--- config.mk ---
export PLATFORM = sky130hd
export DESIGN_NAME = smbus_addr_ack
export DESIGN_NICKNAME = d
export VERILOG_FILES = /design/src/rtl/smbus_ack_pkg.sv /design/src/rtl/smbus_own_match.sv /design/src/rtl/smbus_rsvd_match.sv /design/src/rtl/smbus_match_reg.sv /design/src/rtl/smbus_addr_ack.sv
export SDC_FILE = /design/constraint.sdc
export NUM_CORES = 1
export LEC_CHECK = 0
export BUFFER_PORTS_ARGS = -buffer_cell sky130_fd_sc_hd__buf_4
export CORE_AREA = 3 3 40 42
export CTS_BUF_LIST = sky130_fd_sc_hd__clkbuf_2
export CTS_CLUSTER_DIAMETER = 100
export CTS_CLUSTER_SIZE = 25
export DETAILED_ROUTE_END_ITERATION = 8
export DIE_AREA = 0 0 43 45
export HOLD_SLACK_MARGIN = 0.15
export PLACE_DENSITY_LB_ADDON = 0.05
export SLEW_MARGIN = 20
export SYNTH_ARGS = -nofsm -noshare
export SYNTH_HDL_FRONTEND = slang
export SYNTH_SLANG_ARGS = --single-unit
--- constraint.sdc ---
create_clock -name clk -period 1.05 [get_ports clk]
set_input_delay 0.1575 -clock clk [delete_from_list [all_inputs] [get_ports clk]]
set_output_delay 0.1575 -clock clk [all_outputs]
set_load 0.05 [all_outputs]
--- src/rtl/smbus_ack_pkg.sv ---
// Shared constants and types for the SMBus address acknowledge block.
// Assumes 7-bit addressing; the reserved addresses are fixed bus values.
package smbus_ack_pkg;

    localparam int ADDR_W   = 7;
    localparam int NUM_RSVD = 3;
    localparam int CODE_W   = 3;

    typedef logic [ADDR_W-1:0] addr_t;

    // Index order of the reserved table is also the priority order among them.
    localparam int IDX_ALERT  = 0;
    localparam int IDX_HOST   = 1;
    localparam int IDX_DEVDEF = 2;

    localparam addr_t RSVD_ADDR [NUM_RSVD] = '{
        7'b0001100,   // alert response
        7'b0001000,   // host header
        7'b1100001    // device default
    };

    typedef enum logic [CODE_W-1:0] {
        MT_NONE   = 3'd0,
        MT_OWN    = 3'd1,
        MT_ALERT  = 3'd2,
        MT_HOST   = 3'd3,
        MT_DEVDEF = 3'd4
    } match_t;

endpackage

--- src/rtl/smbus_own_match.sv ---
// Compares the received address against every enabled own slot.
// Assumes slots are packed back to back, slot k at [k*ADDR_W +: ADDR_W].
module smbus_own_match
    import smbus_ack_pkg::*;
#(
    parameter int NUM_OWN = 2
) (
    input  logic [ADDR_W-1:0]         rx_addr,
    input  logic [NUM_OWN*ADDR_W-1:0] own_addr,
    input  logic [NUM_OWN-1:0]        own_en,
    output logic                      own_hit
);

    logic [NUM_OWN-1:0] slot_hit;

    // One comparator per slot, gated by that slot's enable.
    for (genvar k = 0; k < NUM_OWN; k++) begin : g_slot
        assign slot_hit[k] = own_en[k] && (rx_addr == own_addr[k*ADDR_W +: ADDR_W]);
    end

    // Any enabled slot matching counts as an own-address hit.
    assign own_hit = |slot_hit;

endmodule

--- src/rtl/smbus_rsvd_match.sv ---
// Matches the received address against the reserved SMBus addresses.
// Each entry has its own qualifier built from the mode and role bits;
// all qualifiers are forced low while SMBus mode is off.
module smbus_rsvd_match
    import smbus_ack_pkg::*;
(
    input  logic [ADDR_W-1:0]   rx_addr,
    input  logic                smbus_en,
    input  logic                dev_is_host,
    input  logic                arp_en,
    input  logic                alert_en,
    output logic [NUM_RSVD-1:0] rsvd_hit
);

    logic [NUM_RSVD-1:0] rsvd_allow;

    // Qualifiers per reserved entry, derived from the configuration bits.
    always_comb begin
        rsvd_allow             = '0;
        rsvd_allow[IDX_ALERT]  = smbus_en && alert_en;
        rsvd_allow[IDX_HOST]   = smbus_en && arp_en &&  dev_is_host;
        rsvd_allow[IDX_DEVDEF] = smbus_en && arp_en && !dev_is_host;
    end

    // One constant comparator per reserved address.
    for (genvar i = 0; i < NUM_RSVD; i++) begin : g_rsvd
        assign rsvd_hit[i] = rsvd_allow[i] && (rx_addr == RSVD_ADDR[i]);
    end

endmodule

--- src/rtl/smbus_match_reg.sv ---
// Priority-encodes the match sources and holds the resulting code.
// Assumes addr_valid is a single-cycle strobe; a strobe at the same edge
// as a start condition takes precedence over the clear.
module smbus_match_reg
    import smbus_ack_pkg::*;
(
    input  logic                clk,
    input  logic                rst_n,
    input  logic                addr_valid,
    input  logic                start_det,
    input  logic                own_hit,
    input  logic [NUM_RSVD-1:0] rsvd_hit,
    output logic                any_hit,
    output match_t              match_q
);

    match_t code_next;

    // Fixed priority: own, then reserved entries in table order.
    always_comb begin
        if (own_hit)                   code_next = MT_OWN;
        else if (rsvd_hit[IDX_ALERT])  code_next = MT_ALERT;
        else if (rsvd_hit[IDX_HOST])   code_next = MT_HOST;
        else if (rsvd_hit[IDX_DEVDEF]) code_next = MT_DEVDEF;
        else                           code_next = MT_NONE;
    end

    assign any_hit = (code_next != MT_NONE);

    // Capture on the strobe, clear on start, otherwise hold.
    always_ff @(posedge clk) begin
        if (!rst_n)          match_q <= MT_NONE;
        else if (addr_valid) match_q <= code_next;
        else if (start_det)  match_q <= MT_NONE;
    end

endmodule

--- src/rtl/smbus_addr_ack.sv ---
// Top of the SMBus address acknowledge block: own-slot matching, reserved
// address matching, acknowledge decision and latched match code.
// Assumes rx_addr is stable whenever addr_valid is high.
module smbus_addr_ack
    import smbus_ack_pkg::*;
#(
    parameter int NUM_OWN = 2
) (
    input  logic                      clk,
    input  logic                      rst_n,
    input  logic [ADDR_W-1:0]         rx_addr,
    input  logic                      addr_valid,
    input  logic                      start_det,
    input  logic [NUM_OWN*ADDR_W-1:0] own_addr,
    input  logic [NUM_OWN-1:0]        own_en,
    input  logic                      smbus_en,
    input  logic                      dev_is_host,
    input  logic                      arp_en,
    input  logic                      alert_en,
    output logic                      addr_ack,
    output logic [CODE_W-1:0]         match_type
);

    logic                own_hit;
    logic [NUM_RSVD-1:0] rsvd_hit;
    logic                any_hit;
    match_t              match_q;

    smbus_own_match #(.NUM_OWN(NUM_OWN)) u_own (
        .rx_addr (rx_addr),
        .own_addr(own_addr),
        .own_en  (own_en),
        .own_hit (own_hit)
    );

    smbus_rsvd_match u_rsvd (
        .rx_addr    (rx_addr),
        .smbus_en   (smbus_en),
        .dev_is_host(dev_is_host),
        .arp_en     (arp_en),
        .alert_en   (alert_en),
        .rsvd_hit   (rsvd_hit)
    );

    smbus_match_reg u_reg (
        .clk       (clk),
        .rst_n     (rst_n),
        .addr_valid(addr_valid),
        .start_det (start_det),
        .own_hit   (own_hit),
        .rsvd_hit  (rsvd_hit),
        .any_hit   (any_hit),
        .match_q   (match_q)
    );

    // Acknowledge only in the strobe cycle.
    assign addr_ack   = addr_valid && any_hit;
    assign match_type = match_q;

endmodule

==> results of run 1 <==
==> final timing paths <==
check,start,end,cells after the start
setup / recovery,own_addr[10],addr_ack,6
hold / removal,addr_valid,u_reg.match_q[0]$_SDFFE_PN0P_,2
setup reg to reg,u_reg.match_q[0]$_SDFFE_PN0P_,u_reg.match_q[0]$_SDFFE_PN0P_,3
hold reg to reg,u_reg.match_q[2]$_SDFFE_PN0P_,u_reg.match_q[2]$_SDFFE_PN0P_,2
==> per-stage QoR <==
stage | instances | TNS [ps]
after global placement | 101 | -1323
after CTS | 106 | -833.2
final | 106 | -810.3
after global routing | 106 | -980.3
after floorplan | 42 | -477.8
after detailed placement | 101 | -1362
==> power by group through the flow <==
stage	combinational [W]	sequential [W]	clock [W]
6_report	0.000244	0.000117	0.000153
4_1_cts	0.000236	0.000117	0.000159
3_3_place_gp	0.000219	0.000119	0
5_1_grt	0.000263	0.000117	0.000179
2_1_floorplan	0.0000700	0.000125	0
3_5_place_dp	0.000220	0.000119	0
==> cells by family after synthesis <==
kind of cell              count (synthesis)  synth area share, %
DFF                                       3                16.61
and+or+nand+nor                          17                31.49
xor gates and xnor gates                 14                33.91
AOI/OAI and AO/OA                         8                18.00
==> final cells by class <==
type | count | area, µm² | area share (%)
timing repair buffer | 45 | 360.3 | 44.24
clock buffer | 4 | 20.02 | 2.458
sequential | 3 | 60.06 | 7.373
multi-input combinational | 39 | 355.3 | 43.63
tap | 15 | 18.77 | 2.304
==> cell usage in the layout, fill, tap and decap left out <==
master	n
sky130_fd_sc_hd__a41oi_2	1
sky130_fd_sc_hd__a21boi_4	1
sky130_fd_sc_hd__dfxtp_1	3
sky130_fd_sc_hd__nor2b_1	3
sky130_fd_sc_hd__xor2_1	4
sky130_fd_sc_hd__buf_4	39
sky130_fd_sc_hd__nand2_1	2
sky130_fd_sc_hd__o21ai_1	1
sky130_fd_sc_hd__xor2_2	2
sky130_fd_sc_hd__clkbuf_2	4
sky130_fd_sc_hd__nand4_1	3
sky130_fd_sc_hd__nor2_1	2
sky130_fd_sc_hd__nor4bb_1	2
sky130_fd_sc_hd__a31o_1	2
sky130_fd_sc_hd__nor4_2	2
sky130_fd_sc_hd__a31oi_1	1
sky130_fd_sc_hd__nor4b_2	1
sky130_fd_sc_hd__nor3b_1	1
sky130_fd_sc_hd__a22oi_1	1
sky130_fd_sc_hd__buf_6	6
sky130_fd_sc_hd__and3_1	1
sky130_fd_sc_hd__o21ai_0	1
sky130_fd_sc_hd__xnor2_1	6
sky130_fd_sc_hd__xnor2_2	2
==> routing by layer <==
layer	track usage, %	routed length (µm)
met1	17.39	517
met3	2.789	149
met4	3.614	0
met2	21.86	574
met5	0	0
==> timing repair <==
| action | in CTS | in global routing |
|---|---|---|
| pin swaps | 9 | 5 |
| setup buffers | 1 | 0 |
| hold endpoints to repair | 0 | 0 |
| gates cloned | 0 | 0 |
| setup endpoints to repair | 4 | 4 |
| resized for setup | 10 | 3 |
==> Implementation_results.wiki, run 1 <==
{| class="wikitable"
! Metric !! Value
|-
| Fmax achieved || approximately 700 MHz
|-
| Combinational share of power || a little under half
|-
| Total via count in the routed design || 491
|-
| Cell chosen for the clock root || sky130_fd_sc_hd__clkbuf_2
|-
| Iter 0 DRT Violations || 3
|-
| Clock transition time at the flip-flop clock pins of the worst setup and hold paths || about 40 ps
|-
| TritonCTS clock tree || yes
|-
| Most used cell along the critical path || sky130_fd_sc_hd__buf_6
|-
| Post-synthesis net count || between 70 and 80
|-
| CTS Hold Bufs || 0
|-
| GRT Util Overall || between 10% and 20%
|-
| Post-synth EDFFs || 0
|-
| P&R area growth vs syn || 125.3%
|-
| Max-cap violation count || 0
|-
| Placer's final routability congestion estimate || 0.7168
|-
| Fraction of power spent switching nets || between 20% and 30%
|-
| Overall power || 0.0005144 W
|-
| Remaining antenna violation count after routing || 0
|-
| Largest registers || u_reg.match_q x3
|-
| Largest register FFs || 3
|-
| Startpoint type of the worst setup path || input pin
|-
| Via count of the first global-routing pass || roughly 480
|-
| Crit share post-route || 136.6%
|-
| R2R Setup Slk || 300 ps
|-
| Path category of the worst min-delay check || input pin to flip-flop
|-
| Clock power share || between 20% and 30%
|-
| Status || finished with violations
|-
| Insertion delay of the later-clocked pin in the worst-skew pair || between 150 and 200 ps
|-
| Horiz. Die Dim || about 43 µm
|-
| Synth warnings || 0
|-
| Maximum vdd drop || ~0.00042 V
|-
| Fraction of the yosys area taken by sequential cells || around 17%
|-
| Critical path, cell by cell || buf_6, xor2_2, nor4_2, a41oi_2, a21boi_4, buf_6
|-
| FF+latch count, synth || 3
|-
| Worst hold slack after final layout || approximately 210 ps
|-
| Critical path arrival || between 1000 and 1500 ps
|-
| Number of antenna violations at the first check in global routing || 0
|-
| # H-tree levels || 1
|-
| DIE AREA || 1935 µm²
|-
| DR WL/cell || ~12 µm
|-
| Required time at the endpoint of the critical path || 890 ps
|-
| Die outline height || roughly 45 µm
|-
| Fraction of synthesis flops using an asynchronous set or reset pin || 0%
|-
| Util after Layout || around 63%
|-
| Row count || 13
|-
| Total clock buffers created by CTS || 3
|-
| Most numerous cell in the Yosys netlist || sky130_fd_sc_hd__xnor2_1
|-
| Half-perimeter wire length after placement || 1028 µm
|-
| Hold Violations, Final || 0
|-
| Count of buffer and inverter cells on the critical path || 2
|-
| Critical path start-end classification || input pin to primary output
|-
| Pleak || between 0.3 and 0.4 nW
|-
| Instance area at placement || ~720 µm²
|-
| Violations in the final reports || setup timing
|-
| Slowest library cell on the worst path || sky130_fd_sc_hd__nor4_2
|-
| Skew final || 0 ps
|-
| Final routed DRC violation total || 0
|-
| Synth area leader || sky130_fd_sc_hd__xnor2_1
|-
| Main area contributors after synthesis || sky130_fd_sc_hd__xnor2_1, sky130_fd_sc_hd__dfxtp_1, sky130_fd_sc_hd__xor2_1
|-
| Relative slew margins || 81.52%
|-
| Slew at the pin closest to its max-slew limit || about 280 ps
|-
| Pwr Density || roughly 630 nW/µm²
|-
| Leftover overflow at the end of global routing || 0
|-
| Cell-internal power || between 0.0003 and 0.0004 W
|-
| Final non-filler cell area || between 800 and 900 µm²
|-
| Input/output buffers || 34
|-
| Crit path setup slack, layout || -384.4 ps
|-
| Distinct cells, synth || 19
|-
| Worst-path maximum fanout || 2
|-
| Share of the synthesized area in the top cell type || between 10% and 20%
|-
| Total number of nets in the final design || between 100 and 150
|-
| Sinks on the clock net || 3
|-
| Number of placed I/O pins || 35
|-
| Largest delay share family, worst path || compound AO/OA/AOI/OAI gates
|-
| Worst slack, placed || -479.1 ps
|-
| Vias/cell || approximately 4.6
|-
| Post-Synthesis Cell Area || around 360 µm²
|-
| Reg with most FFs || u_reg.match_q
|-
| Setup repair after global routing missed its margin || true
|-
| Initial cell density of the core || between 20% and 30%
|-
| Core footprint || ~1300 µm²
|-
| Cell types with the highest counts after synthesis || sky130_fd_sc_hd__xnor2_1, sky130_fd_sc_hd__xor2_1, sky130_fd_sc_hd__dfxtp_1, sky130_fd_sc_hd__nand4_1, sky130_fd_sc_hd__nor2b_1
|-
| Maximum number of pins on one net before global-route repair || 7
|-
| Highest cell delay on the worst timing path || approximately 300 ps
|-
| Total of endpoints with negative setup slack in the final report || 4
|-
| Pre-Repair DR Iteration Count || 4
|-
| Post-Syn Area per Cell || 8.609 µm²
|-
| Crit. End Element || primary output
|-
| Final Max Slew Viols || 0
|-
| NetSw || 0.0001452 W
|-
| Filler cell count || 120
|-
| Shortest period the worst path allows || 1434 ps
|-
| Total length of routed wires || approximately 1200 µm
|-
| Proportion of layout cells with a drive suffix above 1 || 63.74%
|-
| Register share of total power || 22.7%
|-
| Largest buffer count on any clock path || 2
|-
| Prevailing post-synth register cell || sky130_fd_sc_hd__dfxtp_1
|-
| Antenna fix cells || 0
|-
| Global-route wire length before repair || about 2000 µm
|-
| Synth Instances || 42
|}
Note: power is estimated with default switching activity, not from simulation.
==> inputs of run 2 (changes only) <==
--- a/config.mk
+++ b/config.mk
@@ -6,12 +6,12 @@
 export NUM_CORES = 1
 export LEC_CHECK = 0
 export BUFFER_PORTS_ARGS = -buffer_cell sky130_fd_sc_hd__buf_4
-export CORE_AREA = 3 3 40 42
+export CORE_AREA = 2 2 39 41
 export CTS_BUF_LIST = sky130_fd_sc_hd__clkbuf_2
 export CTS_CLUSTER_DIAMETER = 100
 export CTS_CLUSTER_SIZE = 25
 export DETAILED_ROUTE_END_ITERATION = 8
-export DIE_AREA = 0 0 43 45
+export DIE_AREA = 0 0 41 43
 export HOLD_SLACK_MARGIN = 0.15
 export PLACE_DENSITY_LB_ADDON = 0.05
 export SLEW_MARGIN = 20
==> run 2 against run 1 <==
Net effect: the flow still finishes with violations (setup timing); wire length decreased by 4.5%; cell count decreased by 0.94%; first-iteration DRC count unchanged; core utilization decreased by 5.3 points; critical path depth unchanged; non-clock buffer count decreased by 2; die area decreased by 8.9%; clock power about the same; global-route usage increased by 1.3 points; register-to-register slack about the same.
==> Implementation_results.wiki, run 2 (synthesized netlist as in run 1, its figures left out) <==
{| class="wikitable"
! Metric !! Value
|-
| Row count || 14
|-
| Die outline height || roughly 43 µm
|-
| Crit share post-route || 137.2%
|-
| Relative slew margins || 78.93%
|-
| Total clock buffers created by CTS || 3
|-
| Pwr Density || ~640 nW/µm²
|-
| CTS Hold Bufs || 0
|-
| Horiz. Die Dim || 41 µm
|-
| Layout Cells excl Fill || about 110
|-
| Highest-count cells in the layout ignoring fill and taps || sky130_fd_sc_hd__buf_4, sky130_fd_sc_hd__xnor2_1, sky130_fd_sc_hd__xor2_1, sky130_fd_sc_hd__buf_6, sky130_fd_sc_hd__clkbuf_2
|-
| Skew final || 0 ps
|-
| Critical path start-end classification || input pin to primary output
|-
| Initial cell density of the core || 26.13%
|-
| Total number of nets in the final design || around 120
|-
| Hold Violations, Final || 0
|-
| Insertion delay of the later-clocked pin in the worst-skew pair || roughly 200 ps
|-
| Final routed DRC violation total || 0
|-
| Largest register FFs || 3
|-
| Reg with most FFs || u_reg.match_q
|-
| Critical path, cell by cell || buf_8, xor2_4, nor4_4, a41oi_2, a21boi_4, buf_6
|-
| Number of antenna violations at the first check in global routing || 0
|-
| # H-tree levels || 1
|-
| Leftover overflow at the end of global routing || 0
|-
| Slowest library cell on the worst path || sky130_fd_sc_hd__nor4_4
|-
| P&R area growth vs syn || 122.5%
|-
| Number of cells on the worst hold path || 2
|-
| Path category of the worst min-delay check || input pin to flip-flop
|-
| Largest buffer count on any clock path || 2
|-
| Max-cap violation count || 0
|-
| Violations in the final reports || setup timing
|-
| Highest cell delay on the worst timing path || about 290 ps
|-
| TritonCTS clock tree || yes
|-
| Cell chosen for the clock root || sky130_fd_sc_hd__clkbuf_2
|-
| Crit. End Element || primary output
|-
| Worst-path maximum fanout || 2
|-
| DR WL/cell || around 11 µm
|-
| Remaining antenna violation count after routing || 0
|-
| Half-perimeter wire length after placement || roughly 1000 µm
|-
| Maximum number of pins on one net before global-route repair || 7
|-
| Input/output buffers || 34
|-
| Number of placed I/O pins || 35
|-
| Vias/cell || around 4.6
|-
| Placer's final routability congestion estimate || roughly 0.63
|-
| Number of buffers added for setup after CTS || 0
|-
| Shortest period the worst path allows || 1441 ps
|-
| Largest registers || u_reg.match_q x3
|-
| Pre-Repair DR Iteration Count || 3
|-
| Iter 0 DRT Violations || 3
|-
| FF-to-FF path depth || 2
|-
| Crit path setup slack, layout || -390.6 ps
|-
| Startpoint type of the worst setup path || input pin
|-
| Maximum vdd drop || between 0.0007 and 0.0008 V
|-
| Critical path arrival || 1280 ps
|-
| Slew at the pin closest to its max-slew limit || 315.4 ps
|-
| Core footprint || 1384 µm²
|-
| Util after Layout || between 50% and 60%
|-
| Most frequent standard cell in the layout excluding fill and tap cells || sky130_fd_sc_hd__buf_4
|-
| GRT Util Overall || 14.44%
|-
| Clock transition time at the flip-flop clock pins of the worst setup and hold paths || ~40 ps
|-
| Sinks on the clock net || 3
|-
| Proportion of layout cells with a drive suffix above 1 || between 60% and 70%
|-
| Final Max Slew Viols || 0
|-
| Global-route wire length before repair || 1766 µm
|-
| Filler cell count || between 100 and 150
|-
| Setup repair after global routing missed its margin || true
|-
| Total length of routed wires || approximately 1200 µm
|-
| Required time at the endpoint of the critical path || ~890 ps
|-
| Worst hold slack after final layout || 199.2 ps
|-
| Total of endpoints with negative setup slack in the final report || 4
|-
| Antenna fix cells || 0
|-
| Status || finished with violations
|-
| Via count of the first global-routing pass || 470
|-
| DIE AREA || 1763 µm²
|-
| Pleak || 0.3524 nW
|-
| Number of cells after detailed placement || 101
|-
| Total via count in the routed design || around 480
|-
| Fmax achieved || ~690 MHz
|}
run 2: changes by cell type in the layout (fill, tap and decap cells not counted), moves of 2 or more:
cell / change
sky130_fd_sc_hd__xnor2_1: +2
sky130_fd_sc_hd__buf_4: -2
sky130_fd_sc_hd__xor2_2: -2
sky130_fd_sc_hd__xnor2_2: -2
run 2: repair_timing:
item                                    in CTS  in global routing
endpoints found under the setup margin       4                  4
resized for setup                            6                  8
pin swaps                                    8                  4
hold endpoints to repair                     0                  0
run 2: per-stage QoR:
stage | setup TNS (ps) | power [W] | worst slack, ps | instance area, µm²
after floorplan | -477.8 | 0.0001953 | -284.1 | 372.9
after global placement | -1600 | 0.0003333 | -455.0 | 715.7
after detailed placement | -1784 | 0.0003341 | -482.5 | 715.7
after CTS | -984.7 | 0.0005001 | -417.8 | 757.0
after global routing | -1149 | 0.0005520 | -483.5 | 804.5
final | -824.5 | 0.0005111 | -390.6 | 804.5
run 2: where the power goes:
group	internal, W	total, W	leakage, nW	switching (W)
Clock	0.000100	0.000153	0.0166	0.0000526
Sequential	0.000116	0.000117	0.0243	0.000000859
Combinational	0.000148	0.000241	0.312	0.0000931
Total	0.000364	0.000511	0.352	0.000147
run 2: worst max-delay path, delay by kind of cell:
family          cells  cell delay (ps)
xor+xnor            1              180
compound gates      2              390
buf+inv             2              270
simple gates        1              290
run 2: metal layers:
layer,vias up,wire length [µm],GRT usage (%)
li1,252,-,-
met1,215,442,14.74
met2,17,643,26.25
met3,0,98,5.759
met4,0,0,2.000
met5,-,0,0
run 2: final timing paths:
kind	startpoint	end	slack, ps
worst max-delay path	own_addr[8]	addr_ack	-390
worst min-delay path	addr_valid	u_reg.match_q[0]$_SDFFE_PN0P_	200
worst max register to register	u_reg.match_q[2]$_SDFFE_PN0P_	u_reg.match_q[2]$_SDFFE_PN0P_	310
worst min register to register	u_reg.match_q[0]$_SDFFE_PN0P_	u_reg.match_q[0]$_SDFFE_PN0P_	640
run 2: layout make-up:
type | count | area, µm² | share of cell area, %
timing repair buffer | 43 | 349.1 | 43.39
tap | 16 | 20.02 | 2.488
multi-input combinational | 39 | 355.3 | 44.17
clock buffer | 4 | 20.02 | 2.488
sequential | 3 | 60.06 | 7.465
